`config.mk`:
```
export PLATFORM = sky130hd
export DESIGN_NAME = flash_cmd_decoder
export DESIGN_NICKNAME = d
export VERILOG_FILES = /design/src/rtl/fcd_pkg.sv /design/src/rtl/fcd_seq.sv /design/src/rtl/fcd_engine.sv /design/src/rtl/flash_cmd_decoder.sv
export SDC_FILE = /design/constraint.sdc
export NUM_CORES = 1
export LEC_CHECK = 0
export ABC_CLOCK_PERIOD_IN_PS = 2600
export BUFFER_PORTS_ARGS = -buffer_cell sky130_fd_sc_hd__clkbuf_2
export CORE_MARGIN = 5
export CORE_UTILIZATION = 38
export CTS_BUF_LIST = sky130_fd_sc_hd__clkbuf_2 sky130_fd_sc_hd__clkbuf_4 sky130_fd_sc_hd__clkbuf_8
export DETAILED_ROUTE_END_ITERATION = 6
export GPL_TIMING_DRIVEN = 1
export PLACE_DENSITY = 0.69
export SYNTH_ARGS = -nofsm -noshare
export SYNTH_HDL_FRONTEND = slang
export SYNTH_SLANG_ARGS = --single-unit
```
`constraint.sdc`:
```
create_clock -name clk -period 2.6 [get_ports clk]
set_input_delay 0.39 -clock clk [delete_from_list [all_inputs] [get_ports clk]]
set_output_delay 0.39 -clock clk [all_outputs]
set_load 0.1 [all_outputs]
```
`src/rtl/fcd_pkg.sv`:
```
package fcd_pkg;
  localparam int FA_W   = 19;
  localparam int BANK_W = 5;
  localparam int OFF_W  = 14;
  localparam int DW     = 8;

  localparam logic [FA_W-1:0]   UNLOCK_A  = 19'h05555;
  localparam logic [FA_W-1:0]   UNLOCK_B  = 19'h02AAA;
  localparam logic [DW-1:0]     KEY_A     = 8'hAA;
  localparam logic [DW-1:0]     KEY_B     = 8'h55;
  localparam logic [DW-1:0]     CMD_PROG  = 8'hA0;
  localparam logic [DW-1:0]     CMD_ERASE = 8'h80;
  localparam logic [DW-1:0]     CMD_SECT  = 8'h30;
  localparam logic [BANK_W-1:0] FIXED_BANK = '1;

  typedef enum logic [2:0] {
    SQ_IDLE, SQ_UNL1, SQ_UNL2, SQ_ERA0, SQ_ERA1, SQ_ERA2, SQ_PARM
  } seq_t;

  typedef enum logic [1:0] {EN_IDLE, EN_PROG, EN_ERASE} eng_t;

  function automatic logic [FA_W-1:0] flash_addr(input logic [BANK_W-1:0] b,
                                                 input logic [OFF_W-1:0] off);
    return {b, off};
  endfunction

  function automatic logic [DW-1:0] program_merge(input logic [DW-1:0] old_v,
                                                  input logic [DW-1:0] new_v);
    return old_v & new_v;
  endfunction

  function automatic logic [DW-1:0] busy_status(input logic [DW-1:0] fin,
                                                input logic tog);
    return {~fin[DW-1], tog, {(DW-2){1'b0}}};
  endfunction
endpackage

```
`src/rtl/fcd_seq.sv`:
```
module fcd_seq
  import fcd_pkg::*;
(
  input  logic            clk,
  input  logic            rst_n,
  input  logic            wr_i,
  input  logic            busy_i,
  input  logic [FA_W-1:0] fa_i,
  input  logic [DW-1:0]   data_i,
  output logic            start_prog_o,
  output logic            start_erase_o,
  output seq_t            state_o
);
  seq_t state, nxt;
  logic at_a, at_b;

  assign at_a = (fa_i == UNLOCK_A);
  assign at_b = (fa_i == UNLOCK_B);

  always_comb begin
    nxt = state;
    if (wr_i) begin
      nxt = SQ_IDLE;
      unique case (state)
        SQ_IDLE: if (at_a && data_i == KEY_A) nxt = SQ_UNL1;
        SQ_UNL1: if (at_b && data_i == KEY_B) nxt = SQ_UNL2;
        SQ_UNL2: begin
          if (at_a && data_i == CMD_PROG)  nxt = SQ_PARM;
          if (at_a && data_i == CMD_ERASE) nxt = SQ_ERA0;
        end
        SQ_ERA0: if (at_a && data_i == KEY_A) nxt = SQ_ERA1;
        SQ_ERA1: if (at_b && data_i == KEY_B) nxt = SQ_ERA2;
        default: nxt = SQ_IDLE;
      endcase
    end
  end

  assign start_prog_o  = wr_i && (state == SQ_PARM);
  assign start_erase_o = wr_i && (state == SQ_ERA2) && (data_i == CMD_SECT);
  assign state_o       = state;

  always_ff @(posedge clk or negedge rst_n) begin
    if (!rst_n) state <= SQ_IDLE;
    else        state <= nxt;
  end

  // the sequencer never holds progress while an operation runs
  p_busy_idle_r9: assert property (@(posedge clk) disable iff (!rst_n)
    busy_i |-> state == SQ_IDLE);
  // a wrong first step leaves the sequencer idle
  p_bad_first_r5: assert property (@(posedge clk) disable iff (!rst_n)
    (wr_i && state == SQ_IDLE && data_i != KEY_A) |=> state == SQ_IDLE);
endmodule

```
`src/rtl/fcd_engine.sv`:
```
module fcd_engine
  import fcd_pkg::*;
#(
  parameter int PROG_CYCLES = 8,
  parameter int SECTOR_BITS = 12
) (
  input  logic            clk,
  input  logic            rst_n,
  input  logic            start_prog_i,
  input  logic            start_erase_i,
  input  logic [FA_W-1:0] tgt_addr_i,
  input  logic [DW-1:0]   tgt_data_i,
  input  logic            rd_i,
  input  logic [DW-1:0]   mem_rdata_i,
  output logic            busy_o,
  output logic [FA_W-1:0] addr_o,
  output logic            we_o,
  output logic [DW-1:0]   wdata_o,
  output logic [DW-1:0]   status_o
);
  localparam int SECTOR_BYTES = 1 << SECTOR_BITS;
  localparam int PC_W  = $clog2(PROG_CYCLES + 1);
  localparam int CNT_W = ((SECTOR_BITS > PC_W) ? SECTOR_BITS : PC_W) + 1;

  function automatic logic [FA_W-1:0] sector_base(input logic [FA_W-1:0] a);
    return {a[FA_W-1:SECTOR_BITS], {SECTOR_BITS{1'b0}}};
  endfunction

  function automatic logic [FA_W-1:0] sweep_addr(input logic [FA_W-1:0] base,
                                                 input logic [SECTOR_BITS-1:0] idx);
    return {base[FA_W-1:SECTOR_BITS], idx};
  endfunction

  eng_t             st;
  logic [CNT_W-1:0] cnt;
  logic [FA_W-1:0]  tgt;
  logic [DW-1:0]    fin;
  logic             tog;
  logic             op_last;

  assign op_last = ((st == EN_PROG)  && (cnt == CNT_W'(PROG_CYCLES - 1))) ||
                   ((st == EN_ERASE) && (cnt == CNT_W'(SECTOR_BYTES - 1)));

  always_ff @(posedge clk or negedge rst_n) begin
    if (!rst_n) begin
      st  <= EN_IDLE;
      cnt <= '0;
      tgt <= '0;
      fin <= '0;
      tog <= 1'b0;
    end else if (st == EN_IDLE) begin
      cnt <= '0;
      tog <= 1'b0;
      if (start_prog_i) begin
        st  <= EN_PROG;
        tgt <= tgt_addr_i;
        fin <= tgt_data_i;
      end else if (start_erase_i) begin
        st  <= EN_ERASE;
        tgt <= sector_base(tgt_addr_i);
        fin <= '1;
      end
    end else begin
      if (op_last) st <= EN_IDLE;
      cnt <= cnt + 1'b1;
      if (rd_i) tog <= ~tog;
    end
  end

  assign busy_o   = (st != EN_IDLE);
  assign addr_o   = (st == EN_ERASE) ? sweep_addr(tgt, cnt[SECTOR_BITS-1:0]) : tgt;
  assign we_o     = ((st == EN_PROG) && (cnt == '0)) || (st == EN_ERASE);
  assign wdata_o  = (st == EN_ERASE) ? '1 : program_merge(mem_rdata_i, fin);
  assign status_o = busy_status(fin, tog);

  // program busy window never exceeds its length
  p_prog_len_r8: assert property (@(posedge clk) disable iff (!rst_n)
    (st == EN_PROG) |-> cnt < CNT_W'(PROG_CYCLES));
  // the final busy cycle is followed by idle
  p_end_idle_r8: assert property (@(posedge clk) disable iff (!rst_n)
    op_last |=> st == EN_IDLE);
endmodule

```
`src/rtl/flash_cmd_decoder.sv`:
```
module flash_cmd_decoder
  import fcd_pkg::*;
#(
  parameter int PROG_CYCLES = 8,
  parameter int SECTOR_BITS = 12
) (
  input  logic              clk,
  input  logic              rst_n,
  input  logic              cpu_wr,
  input  logic              cpu_rd,
  input  logic [OFF_W:0]    cpu_addr,
  input  logic [DW-1:0]     cpu_wdata,
  output logic [DW-1:0]     cpu_rdata,
  input  logic [BANK_W-1:0] bank,
  output logic [FA_W-1:0]   mem_addr,
  output logic              mem_we,
  output logic [DW-1:0]     mem_wdata,
  input  logic [DW-1:0]     mem_rdata
);
  logic            win_hit, wr_fire, busy;
  logic            start_prog, start_erase;
  logic [FA_W-1:0] cpu_fa, eng_addr;
  logic [DW-1:0]   eng_status;
  seq_t            seq_state;

  assign win_hit = ~cpu_addr[OFF_W];
  assign cpu_fa  = flash_addr(win_hit ? bank : FIXED_BANK, cpu_addr[OFF_W-1:0]);
  assign wr_fire = cpu_wr && win_hit && !busy;

  fcd_seq u_seq (
    .clk(clk), .rst_n(rst_n), .wr_i(wr_fire), .busy_i(busy),
    .fa_i(cpu_fa), .data_i(cpu_wdata),
    .start_prog_o(start_prog), .start_erase_o(start_erase), .state_o(seq_state)
  );

  fcd_engine #(.PROG_CYCLES(PROG_CYCLES), .SECTOR_BITS(SECTOR_BITS)) u_eng (
    .clk(clk), .rst_n(rst_n), .start_prog_i(start_prog), .start_erase_i(start_erase),
    .tgt_addr_i(cpu_fa), .tgt_data_i(cpu_wdata), .rd_i(cpu_rd),
    .mem_rdata_i(mem_rdata), .busy_o(busy), .addr_o(eng_addr),
    .we_o(mem_we), .wdata_o(mem_wdata), .status_o(eng_status)
  );

  assign mem_addr  = busy ? eng_addr : cpu_fa;
  assign cpu_rdata = busy ? eng_status : mem_rdata;

  // the program write lands one cycle after the arming write, merged by AND
  p_prog_and_r3: assert property (@(posedge clk) disable iff (!rst_n)
    start_prog |=> mem_we && (mem_wdata == ($past(cpu_wdata) & mem_rdata)));
  // an erase begins at the sector base with all ones
  p_erase_base_r4: assert property (@(posedge clk) disable iff (!rst_n)
    start_erase |=> mem_we && (mem_wdata == '1) && (mem_addr[SECTOR_BITS-1:0] == '0));
  // storage writes only while busy
  p_we_busy_r8: assert property (@(posedge clk) disable iff (!rst_n)
    mem_we |-> busy);
  // latch-half writes leave the sequencer untouched
  p_latch_keep_r6: assert property (@(posedge clk) disable iff (!rst_n)
    (cpu_wr && cpu_addr[OFF_W]) |=> $stable(seq_state));
  // back-to-back busy reads see bit 6 flip
  p_toggle_r7: assert property (@(posedge clk) disable iff (!rst_n)
    (cpu_rd && busy) ##1 (cpu_rd && busy) |-> cpu_rdata[6] != $past(cpu_rdata[6]));
endmodule

```
==> Word level (Yosys, flattened, before mapping) <==
Index checks and enable logic that the tools add are counted.
{ "op_classes": {"n_reduce_logical": 24, "n_bitwise": 4, "addsub": 1, "eq_ne": 18, "muxes": 23} }
{ "ops": {"columns": ["op", "count"], "rows": [
  ["2-to-1 mux 19 bit", 3],
  ["2-to-1 mux 8 bit", 4],
  ["equality test 8 bit, second input constant", 3],
  ["equality test 19 x 14 -> 1 bit, second input constant", 1],
  ["equality test 19 x 15 -> 1 bit, second input constant", 1],
  ["case mux 3 bit (5 select lines)", 1],
  ["adder 13 x 1 -> 13 bit, second input constant", 1],
  ["equality test 13 x 12 -> 1 bit, second input constant", 1],
  ["equality test 13 x 3 -> 1 bit, second input constant", 1],
  ["logical NOT 13 bit", 1],
  ["2-to-1 mux 13 bit", 1],
  ["logical AND 1 bit", 12],
  ["2-to-1 mux 12 bit", 1],
  ["2-to-1 mux 3 bit", 4],
  ["2-to-1 mux 2 bit", 5],
  ["equality test 3 bit, second input constant", 3],
  ["AND 8 bit", 1],
  ["equality test 8 x 6 -> 1 bit, second input constant", 1],
  ["equality test 8 x 7 -> 1 bit, second input constant", 1],
  ["nonzero test 2 bit", 4],
  ["equality test 3 x 2 -> 1 bit, second input constant", 2],
  ["2-to-1 mux 5 bit", 1],
  ["AND reduction 2 bit", 2],
  ["equality test 3 x 1 -> 1 bit, second input constant", 1],
  ["9 further kinds", 14]
]} }
{ "totals": {"input_bits": 40, "register_bits": 46, "wordCells": 76, "output_inout_bits": 36} }

==> Depth between registers and ports, before layout <==
Gate-level depths: netlist of the first run.
{ "logic_depth": {"word_depth": 8, "ltp_mapped": 6} }

==> Hierarchy <==
A second synthesis of the first run with hierarchy kept.
{ "unflattened": {"hier_cells": 277, "area_unflattened_um2": 2961.6} }
{ "modules_own_cells": {"columns": ["mod", "area_each_um2", "cells_per_inst", "n_inst"], "rows": [
  ["fcd_engine", 2103.3, 198, 1],
  ["flash_cmd_decoder", 465.4, 36, 1],
  ["fcd_seq", 392.9, 43, 1]
]} }

==> Worst setup path after synthesis of the first run <==
OpenSTA, ideal clock, no wires.
{ "synth_timing": {"path_type": "reg2out", "start": "reg u_eng.st[1]", "end": "out mem_addr[10]", "path_slack_ns": -0.960, "t_required_ns": 2.210, "n_path_buf": 2, "stages_incl_launch_ff": 5, "arrival_ns": 3.170, "path_cell_list": "dfrtp_1 -> buf_2 -> buf_1 -> mux2i_1 -> o21ai_0"} }
{ "synth_via": {"elab_chain_cells": 3, "word_cells_on_any_way": 4} }
{ "synth_rtl": {"columns": ["item", "line_no", "text"], "rows": [
  ["from (decl)", "fcd_engine.sv:34", "eng_t st;"],
  ["from (signal assigned)", "fcd_engine.sv:46", "st <= EN_IDLE;"],
  ["from (signal assigned)", "fcd_engine.sv:55", "st <= EN_PROG;"],
  ["from (signal assigned)", "fcd_engine.sv:59", "st <= EN_ERASE;"],
  ["equality test 2 bit", "fcd_engine.sv:71", "assign addr_o = (st == EN_ERASE) ? sweep_addr(tgt, cnt[SECTOR_BITS-1:0]) : tgt;"],
  ["2-to-1 mux 12 bit", "fcd_engine.sv:71", null],
  ["2-to-1 mux 19 bit (*)", "flash_cmd_decoder.sv:43", "assign mem_addr = busy ? eng_addr : cpu_fa;"],
  ["to (decl)", "flash_cmd_decoder.sv:15", "output logic [FA_W-1:0] mem_addr,"]
]} }
Mark *: on every way between the ends. The rest lies on a longest branch, timed or not.

==> Final worst setup path of the first run <==
{ "layout_timing": {"start": "reg u_eng.st[1]", "end": "out mem_addr[3]"} }
Same word-level chain as after synthesis.

==> impl_results.md, run 1 <==
* Synth Cell Area at roughly 2700 sq um
* Clock Sinks at 46
* Most frequent cells in the layout: 59 x clkbuf_2, 46 x dfrtp_1, 38 x nand2_1
* Ys async rst share at 1.000
* Pwr/cell area at roughly 400 nW/um^2
* Max H-tree Level at 2
* Global Route Usage Sum at 0.1773
* Final GP Congestion at between 0.9 and 1
* Number of global-route vias before repair at 2,357
* Cell Rows at 30
* CP max FO at 11
* Clock Path Buffers at 2
* YS warnings at 0
* Final Util at 0.5121
* Clock latency on the worst-skew pair at 0.30 ns
* Hold_buf cts at 0
* CTS tree: yes
* Worst Tran Pin Value at 0.6002 ns
* Aggregate global routing overflow at 0
* Core area at just under 7000 sq um
* CTS clk-pin slew, worst paths at around 0.09 ns
* Slew HR at 0.5999
* Post-DP HPWL at between 5 and 6 mm
* Crit Path Class: reg2out
* Synth top area cells: dfrtp_1 43%, mux2i_1 6.4%, nand2_1 5.3%, a22o_1 3.9%, nor2_1 3.8%
* Register area share after synthesis at 0.4315
* Port bufs at 75
* Unrepaired setup endpoints after global routing: no
* CP Launch Type: flip-flop
* DRC viols at 0
* Final net count at ~400
* Post-synth top area cell: dfrtp_1
* DR vias at 2,446
* Worst hold slack at between 0.15 and 0.2 ns
* Main synth FF type: dfrtp_1
* R2R setup slack at 0.50 ns
* Final Power at 1402 uW
* Max Clock Skew at roughly 0.011 ns
* Max_cap viols at 0
* Initial DRC count at around 190
* Final Hold Viols at 0
* Status: finished, final reports clean
* Critical path arrival at roughly 2.1 ns
* Setup_tns at 0 ns
* Antenna violations before repair at 0
* Hold WC Path Type: in2async
* CP endpoint kind: primary output
* P_leak at approximately 0.0017 uW
* Via density at 5.352
* Die area at a little under 9000 sq um
* Fmax at between 400 and 500 MHz
* I/O pins at 76
* Final setup viols at 0
* Num CTS Buffers at 5
* Drt wl/cell at roughly 17 microns
* Total Wirelength at about 7.6 mm
* Tmin final at 2.464 ns
* Initial Util at 0.3905
* Final WS setup at 0.1356 ns
* ANT nets after route at 0
* Most common cell after layout, fill and taps aside: clkbuf_2
* Setup Fix Bufs, Post-CTS at 0
* ANT cells at 0
* Number of iterations in the first detailed-routing pass at 4
* Share of layout cells above drive strength 1 at 0.3186
* Yosys cell types at 45
* Post-CTS Resized at 0
* Max Slew Vio Count at 0
* Die H at roughly 94 microns
* Syn-to-layout area delta at 31.14%
* Synth top area share at 0.4315
* FF+latch count, synth at 46
* Die X at ~94 microns
* Root Driver: clkbuf_8
* Period utilization at 0.9478
* Largest net degree at the start of global routing at 47
* EDFF count, synth at 0
* Post-Syn Nets at roughly 330
* Maximum vdd drop at roughly 0.00038 V
* First-pass GRT wire length at 12.25 mm
* WP data required at 2.21 ns
* Post-Synthesis Cells at 285
* Pre-CTS WS at around 0.21 ns
* Syn avg cell area at roughly 9.4 sq um
==> per-stage QoR <==
step | instances | instance area, sq um
final | 457 | 3498
after global routing | 457 | 3498
after CTS | 457 | 3498
after detailed placement | 449 | 3403
after global placement | 449 | 3403
after floorplan | 285 | 2716
==> power by group <==
group | internal [uW] | switching (uW) | total [uW]
Sequential | 723 | 5.44 | 728
Combinational | 75.5 | 128 | 203
Clock | 225 | 246 | 471
==> critical path, stage by stage, from the launching register on <==
cell and delay, ns:
dfrtp_1 0.69, buf_4 0.29, mux2i_1 0.09, o21ai_1 0.20, clkbuf_2 0.49
==> kinds of logic (layout without fill, tap and decap cells) <==
| group | Yosys count | count (layout) | synth area share |
|---|---|---|---|
| xor+xnor | 11 | 11 | 0.03612 |
| mux | 22 | 22 | 0.08771 |
| simple gates | 129 | 129 | 0.2566 |
| flops | 46 | 46 | 0.4315 |
| buf+inv | 23 | 99 | 0.03893 |
| fa+ha+maj | 2 | 2 | 0.009379 |
| compound gates | 52 | 52 | 0.1398 |
==> flip-flops by register name, indices dropped and copies added (netlist names) <==
register	count
u_eng.tgt	19
u_seq.state_o	3
u_eng.tog	1
u_eng.fin	8
u_eng.cnt	13
u_eng.st	2
==> layer usage <==
metal	global-route usage	vias up	wire, microns
met2	0.2797	80	3646
li1	-	1179	-
met4	0.04332	0	73
met1	0.2490	1183	3488
met3	0.03526	4	425
met5	0	-	0
==> path summary, 6_finish.rpt <==
check                             startpoint            end  cells after the start
min in group clk                      cpu_rd      u_eng.tog                      3
worst max register to register   u_eng.st[1]   u_eng.fin[6]                      4
max in group asynchronous              rst_n  u_eng.tgt[11]                      2
worst max-delay path             u_eng.st[1]    mem_addr[3]                      4
worst min-delay path                   rst_n  u_eng.tgt[17]                      2
worst min register to register  u_eng.fin[4]   u_eng.fin[4]                      1
==> synth_stat cells, types with 4 or more instances <==
library cell  number
nand2b_1           4
inv_1              8
and2_1             7
a21oi_1            5
nor3_1             5
nand3_1           10
dfrtp_1           46
o22a_1             9
nor4_1             6
clkbuf_1          10
xor2_1             8
nand2_1           38
nor2_1            27
nand4_1            6
o21ai_0           18
nor4bb_1           5
a22o_1            12
mux2i_1           17
==> cell type report <==
class / instances / area, sq um
Multi-Input combinational cell: 216 / 1464
Tap cell: 96 / 120.1
Inverter: 8 / 30.03
Sequential cell: 46 / 1151
Clock inverter: 1 / 5.005
Clock buffer: 7 / 90.09
Fill cell: 656 / 3333
Timing Repair Buffer: 83 / 638.1
(Power assumes the default switching activity.)
==> run 2: changes to the inputs <==
Settings changed: CAP_MARGIN set to 20, HOLD_SLACK_MARGIN set to 0.12, REMOVE_ABC_BUFFERS set to 1.
==> run 2 against run 1 <==
Hold slack better by 0.17 ns. Count of clock-buffer cells in the layout down 1. Highest routed layer unchanged. Sequential share of layout area is 0.15 points lower.
==> impl_results.md, run 2 (same netlist as run 1, synthesis figures left out) <==
* Status: finished, final reports clean (unchanged)
* Max Slew Vio Count at 0 (unchanged)
* Aggregate global routing overflow at 0 (unchanged)
* Maximum vdd drop at 0.0005236 V (was 0.0003800 V)
* Worst path depth at 4 (unchanged)
* Buf/Inv on CP at 2 (unchanged)
* Period utilization at 0.9224 (was 0.9478)
* Clock Sinks at 46 (unchanged)
* Total Wirelength at 7.184 mm (was 7.634 mm)
* Cell Rows at 30 (unchanged)
* Cell family with most CP delay: buffers and inverters (unchanged)
* Max_cap viols at 0 (unchanged)
* Reg2reg path depth at 5 (was 4)
* Most frequent cells in the layout: 55 x clkbuf_2, 46 x dfrtp_1, 38 x nand2_1 (was 59 x clkbuf_2, 46 x dfrtp_1, 38 x nand2_1)
* Worst Tran Pin Value at 0.6085 ns (was 0.6002 ns)
* Die X at 93.79 microns (unchanged)
* Max H-tree Level at 2 (unchanged)
* Reg2reg start: u_eng.st[0] (was u_eng.st[1])
* Core area at 6832 sq um (unchanged)
* Largest net degree at the start of global routing at 35 (was 47)
* Final GP Congestion at 0.8704 (was 0.9056)
* Final Power at 1384 uW (was 1402 uW)
* Fmax at 417.0 MHz (was 405.8 MHz)
* Initial DRC count at 137 (was 192)
* Setup Fix Bufs, Post-CTS at 0 (unchanged)
* Port bufs at 75 (unchanged)
* ANT nets after route at 0 (unchanged)
* CP max FO at 10 (was 11)
* FF/Latch Area at 1151 sq um (unchanged)
* Filler Cell Count at 667 (was 656)
* Slew HR at 0.5888 (was 0.5999)
* Hold WC Path Type: in2reg (was in2async)
* Syn-to-layout area delta at 31.75% (was 31.14%)
* Max Clock Skew at 0.006610 ns (was 0.01131 ns)
* Max reg flops at 19 (unchanged)
* Critical path arrival at 2.01 ns (was 2.07 ns)
* Unrepaired setup endpoints after global routing: no (unchanged)
* Post-DP HPWL at 5.592 mm (was 5.742 mm)
* Antenna violations before repair at 0 (unchanged)
* Crit Path Class: reg2out (unchanged)
* First-pass GRT wire length at 12.30 mm (was 12.25 mm)
* Tmin final at 2.398 ns (was 2.464 ns)
* Number of iterations in the first detailed-routing pass at 4 (unchanged)
* P_leak at 0.001713 uW (was 0.001714 uW)
* DR vias at 2,406 (was 2,446)
* Clock Path Buffers at 2 (unchanged)
* CTS clk-pin slew, worst paths at 0.09 ns (about the same)
* Crit path largest cell delay at 0.54 ns (was 0.69 ns)
* Num CTS Buffers at 5 (unchanged)
* Pwr/cell area at 393.8 nW/um^2 (was 400.8 nW/um^2)
* Die H at 93.79 microns (unchanged)
* Critical-path top delay cell: dfrtp_1 (unchanged)
* Drt wl/cell at 15.65 microns (was 16.70 microns)
* Share of layout cells above drive strength 1 at 0.2837 (was 0.3186)
* Largest Register: u_eng.tgt (unchanged)
* Most common cell after layout, fill and taps aside: clkbuf_2 (unchanged)
* Root Driver: clkbuf_8 (unchanged)
* Final net count at 404 (was 402)
* Number of global-route vias before repair at 2,491 (was 2,357)
* Worst hold slack at 0.3387 ns (was 0.1679 ns)
* Final setup viols at 0 (unchanged)
* Worst path cell trace: buf_4, nand2b_1, nand2_1, clkbuf_2 (was buf_4, mux2i_1, o21ai_1, clkbuf_2)
* Top flop regs: u_eng.tgt (19), u_eng.cnt (13), u_eng.fin (8) (unchanged)
* I/O pins at 76 (unchanged)
* Via density at 5.242 (was 5.352)
* CTS tree: yes (unchanged)
* WP data required at 2.21 ns (about the same)
* Final Hold Viols at 0 (unchanged)
* Global Route Usage Sum at 0.1741 (was 0.1773)
* Die area at 8796 sq um (unchanged)
* CP endpoint kind: primary output (unchanged)
* Initial Util at 0.3905 (unchanged)
* CP Launch Type: flip-flop (unchanged)
* DRC viols at 0 (unchanged)
* Min-Delay Startpoint: cpu_rd
* Clock latency on the worst-skew pair at 0.30 ns (about the same)
* CP Launch Point: u_eng.st[1] (unchanged)
* ANT cells at 0 (unchanged)
* Multi-input logic area at 1415 sq um (was 1464 sq um)
* Worst hold path cell count at 3
==> run 2: cell count changes in the layout (fill, tap and decap cells not counted) <==
cell	change
a21oi_1	+5
buf_12	+3
a21oi_2	-5
o21ai_2	-8
clkbuf_4	-1
o21ai_1	-5
o21ai_0	+13
clkbuf_2	-4
dlygate4sd3_1	+1
buf_4	+2
clkinvlp_4	+1
==> run 2: report_power, final <==
part           switching, uW  total [uW]  leakage [uW]  internal [uW]
clock network            241         455     0.0000472            214
registers               6.36         729      0.000590            723
logic                    124         200       0.00108           76.4
==> run 2: path summary, 6_finish.rpt <==
| check | endpoint | slack (ns) |
|---|---|---|
| setup / recovery | mem_wdata[7] | 0.20 |
| hold / removal | u_eng.tog | 0.34 |
| setup reg to reg | u_eng.tgt[13] | 0.67 |
| hold reg to reg | u_eng.fin[5] | 0.51 |
| max in group asynchronous | u_eng.tog | 1.34 |
| min in group asynchronous | u_eng.cnt[5] | 0.52 |
==> run 2: metrics by stage <==
stage               worst slack [ns]  TNS [ns]  area (sq um)  utilization  cells
floorplan                     -1.267    -20.75          2594            -    270
global placement              0.2821         0          3410       0.4991    450
detailed placement            0.2482         0          3410       0.4991    450
CTS                           0.1680         0          3515       0.5145    459
global route                 0.09643         0          3515       0.5145    459
finish                        0.2018         0          3515       0.5145    459
==> run 2: layout make-up <==
class                   count  area share
clock buffers               6     0.02350
clock inverters             2    0.003560
inverters                   8    0.008544
multi-input cells         216      0.4026
flip-flops and latches     46      0.3275
well taps                  96     0.03418
repair buffers             85      0.2001
==> run 2: what timing repair did <==
item / 4_1_cts / 5_1_grt
hold endpoints to repair: 12 / 0
setup endpoints to repair: 0 / 1
resized for setup: 0 / 1
hold buffers: 1 / 0
==> run 2: layer usage <==
layer	global-route usage	part of all wire	vias to the layer above
met2	0.2703	0.47	78
met5	0	0	-
met3	0.03686	0.062	9
met1	0.2427	0.46	1139
li1	-	-	1180
met4	0.05295	0.013	0
==> run 2: tightest hold or removal path: stages <==
cell	delay (ns)
clkbuf_2	0.08
xnor2_1	0.05
nor2_1	0.07
==> run 3: changes to the inputs <==
Settings changed: ABC_CLOCK_PERIOD_IN_PS 2600 to 2500.
Clock period 2.6 ns to 2.5 ns, I/O delays scaled along.
==> run 3 against run 2 <==
Die area stayed put. Hold slack worse by 0.016 ns. Routed wire length increased by 5.4%. Critical path depth did not move. Sequential power is 4.0% higher. Clock power is 48% higher. Non-clock buffer count is 1 higher. Cell area is 5.3% higher. Sequential cell count did not move. Sequential share of layout area shrank 1.7 points. Global-route usage increased by 1.0 points. Critical path type unchanged. Critical endpoint is now mem_addr[3].
==> impl_results.md, run 3 (same netlist as run 1, synthesis figures left out) <==
* Final Hold Viols at 0 (unchanged)
* DR vias at 2,432 (was 2,406)
* Final setup viols at 0 (unchanged)
* Antenna violations before repair at 0 (unchanged)
* Die area at 8796 sq um (unchanged)
* Core area at 6832 sq um (unchanged)
* CP most frequent cell: buf_4
* Max Clock Skew at 0.006179 ns (was 0.006610 ns)
* Die H at 93.79 microns (unchanged)
* Reg power frac at 0.462 (was 0.527)
* I/O pins at 76 (unchanged)
* Clock Sinks at 46 (unchanged)
* Hold WC Path Type: in2reg (unchanged)
* CP Launch Type: flip-flop (unchanged)
* CTS clk-pin slew, worst paths at 0.09 ns (about the same)
* Cell family with most CP delay: flip-flops (was buffers and inverters)
* Post-DP HPWL at 5.914 mm (was 5.592 mm)
* Initial DRC count at 194 (was 137)
* Fmax at 422.1 MHz
* Multi-input logic area at 1415 sq um (unchanged)
* Maximum vdd drop at 0.0006038 V (was 0.0005236 V)
* Number of iterations in the first detailed-routing pass at 4 (unchanged)
* Worst hold slack at 0.3232 ns (was 0.3387 ns)
* Max Slew Vio Count at 0 (unchanged)
* CP max FO at 13 (was 10)
* Reg2reg path depth at 4 (was 5)
* Worst path depth at 4 (unchanged)
* Total Wirelength at 7.575 mm (was 7.184 mm)
* ANT cells at 0 (unchanged)
* Slew HR at 0.5712 (was 0.5888)
* Aggregate global routing overflow at 0 (unchanged)
* Status: finished, final reports clean (unchanged)
* Clock network power share at 0.410 (was 0.329)
* Worst Tran Pin Value at 0.6346 ns (was 0.6085 ns)
* Worst path cell trace: buf_4, mux2i_1, o21ai_0, buf_4 (was buf_4, nand2b_1, nand2_1, clkbuf_2)
* Final net count at 405 (was 404)
* CP Launch Point: u_eng.st[1] (unchanged)
* Pre-CTS WS at 0.1519 ns (was 0.2482 ns)
* Max H-tree Level at 2 (unchanged)
* Crit Path Class: reg2out (unchanged)
* Via density at 5.287 (was 5.242)
* Unrepaired setup endpoints after global routing: no (unchanged)
* Syn-to-layout area delta at 38.79% (was 31.75%)
* Switching Share at 0.2333 (was 0.2681)
* Largest Register: u_eng.tgt (unchanged)
* Most common cell after layout, fill and taps aside: dfrtp_1 (was clkbuf_2)
* Initial Util at 0.3905 (unchanged)
* Final GP Congestion at 0.8850 (was 0.8704)
* CP endpoint kind: primary output (unchanged)
* Number of global-route vias before repair at 2,544 (was 2,491)
* Global Route Usage Sum at 0.1844 (was 0.1741)
* Num CTS Buffers at 5 (unchanged)
* Die X at 93.79 microns (unchanged)
* Min-Delay Startpoint: cpu_rd (unchanged)
* WP data required at 2.12 ns (was 2.21 ns)
* Worst hold path cell count at 3 (unchanged)
* Setup Fix Bufs, Post-CTS at 0 (unchanged)
* Critical-path top delay cell: dfrtp_1 (unchanged)
* Psw at 383.0 uW (was 371.0 uW)
* Reg2reg start: u_eng.st[1] (was u_eng.st[0])
* Root Driver: clkbuf_8 (unchanged)
* Most frequent cells in the layout: 46 x dfrtp_1, 42 x clkbuf_2, 38 x nand2_1 (was 55 x clkbuf_2, 46 x dfrtp_1, 38 x nand2_1)
* Buf/Inv on CP at 2 (unchanged)
* Clock latency on the worst-skew pair at 0.29 ns (was 0.30 ns)
* Drt wl/cell at 16.47 microns (was 15.65 microns)
* First-pass GRT wire length at 12.97 mm (was 12.30 mm)
* Pwr/cell area at 443.3 nW/um^2 (was 393.8 nW/um^2)
* FF/Latch Area at 1151 sq um (unchanged)
* Period utilization at 0.9475
* P_leak at 0.001774 uW (was 0.001713 uW)
* CTS tree: yes (unchanged)
* Top flop regs: u_eng.tgt (19), u_eng.cnt (13), u_eng.fin (8) (unchanged)
* Max_cap viols at 0 (unchanged)
* Filler Cell Count at 644 (was 667)
* DRC viols at 0 (unchanged)
* Crit path largest cell delay at 0.74 ns (was 0.54 ns)
* Largest net degree at the start of global routing at 29 (was 35)
* ANT nets after route at 0 (unchanged)
* Share of layout cells above drive strength 1 at 0.2857 (was 0.2837)
* Max reg flops at 19 (unchanged)
* Critical path arrival at 1.99 ns (was 2.01 ns)
* Cell-internal power at 1258 uW (was 1013 uW)
* Clock Path Buffers at 2 (unchanged)
* Final WS setup at 0.1312 ns (was 0.2018 ns)
* Tmin final at ~2.4 ns
* Combinational Power Share at 0.129 (was 0.144)
* Cell Rows at 30 (unchanged)
* Port bufs at 75 (unchanged)
## run 3: cell types whose count changed in the layout (fill, tap and decap cells not counted), sizes merged
cell      previous run  this run
buf                 29        43
bufinv               0         2
clkbuf              61        48
clkinv               1         0
clkinvlp             1         0
## run 3: final timing paths
check                      slack [ns]       endpoint
max reg2reg                      0.47  u_eng.tgt[13]
max in group asynchronous        1.40   u_eng.fin[0]
max                              0.13    mem_addr[3]
min reg2reg                      0.50   u_eng.fin[3]
min in group asynchronous        0.54   u_eng.cnt[9]
min                              0.32      u_eng.tog
## run 3: what timing repair did
action                     4_1_cts  5_1_grt
hold buffers                     1        0
resized for setup                0        1
setup endpoints to repair        0        1
hold endpoints to repair        14        0
## run 3: cell type report
class,instances,area share
Clock inverter,2,0.01622
Tap cell,96,0.03244
Clock buffer,6,0.02230
Multi-Input combinational cell,216,0.3822
Sequential cell,46,0.3109
Timing Repair Buffer,86,0.2278
Inverter,8,0.008111
## run 3: metrics by stage
| stage | TNS (ns) | power [uW] | cells | cell area, sq um | utilization |
|---|---|---|---|---|---|
| after floorplan | -23.13 | 869.4 | 270 | 2594 | - |
| final | 0 | 1641 | 460 | 3702 | 0.5419 |
| after CTS | 0 | 1658 | 460 | 3702 | 0.5419 |
| after global placement | 0 | 980.4 | 451 | 3550 | 0.5196 |
| after detailed placement | 0 | 983.4 | 451 | 3550 | 0.5196 |
| after global routing | 0 | 1710 | 460 | 3702 | 0.5419 |
## run 3: tightest hold or removal path, cell delays in order
cell	delay [ns]
clkbuf_2	0.08
xnor2_1	0.05
nor2_1	0.07
## run 3: power by group through the flow
stage,sequential (uW),combinational [uW],clock (uW)
after global routing,759,226,726
after detailed placement,772,211,0
after floorplan,771,98.4,0
after CTS,758,213,688
after global placement,773,208,0
final,758,211,673
## run 3: metal layers
| metal | global-route usage | part of all wire |
|---|---|---|
| met5 | 0 | 0 |
| met4 | 0.04091 | 0.0090 |
| met3 | 0.04247 | 0.049 |
| met2 | 0.2874 | 0.48 |
| met1 | 0.2606 | 0.47 |
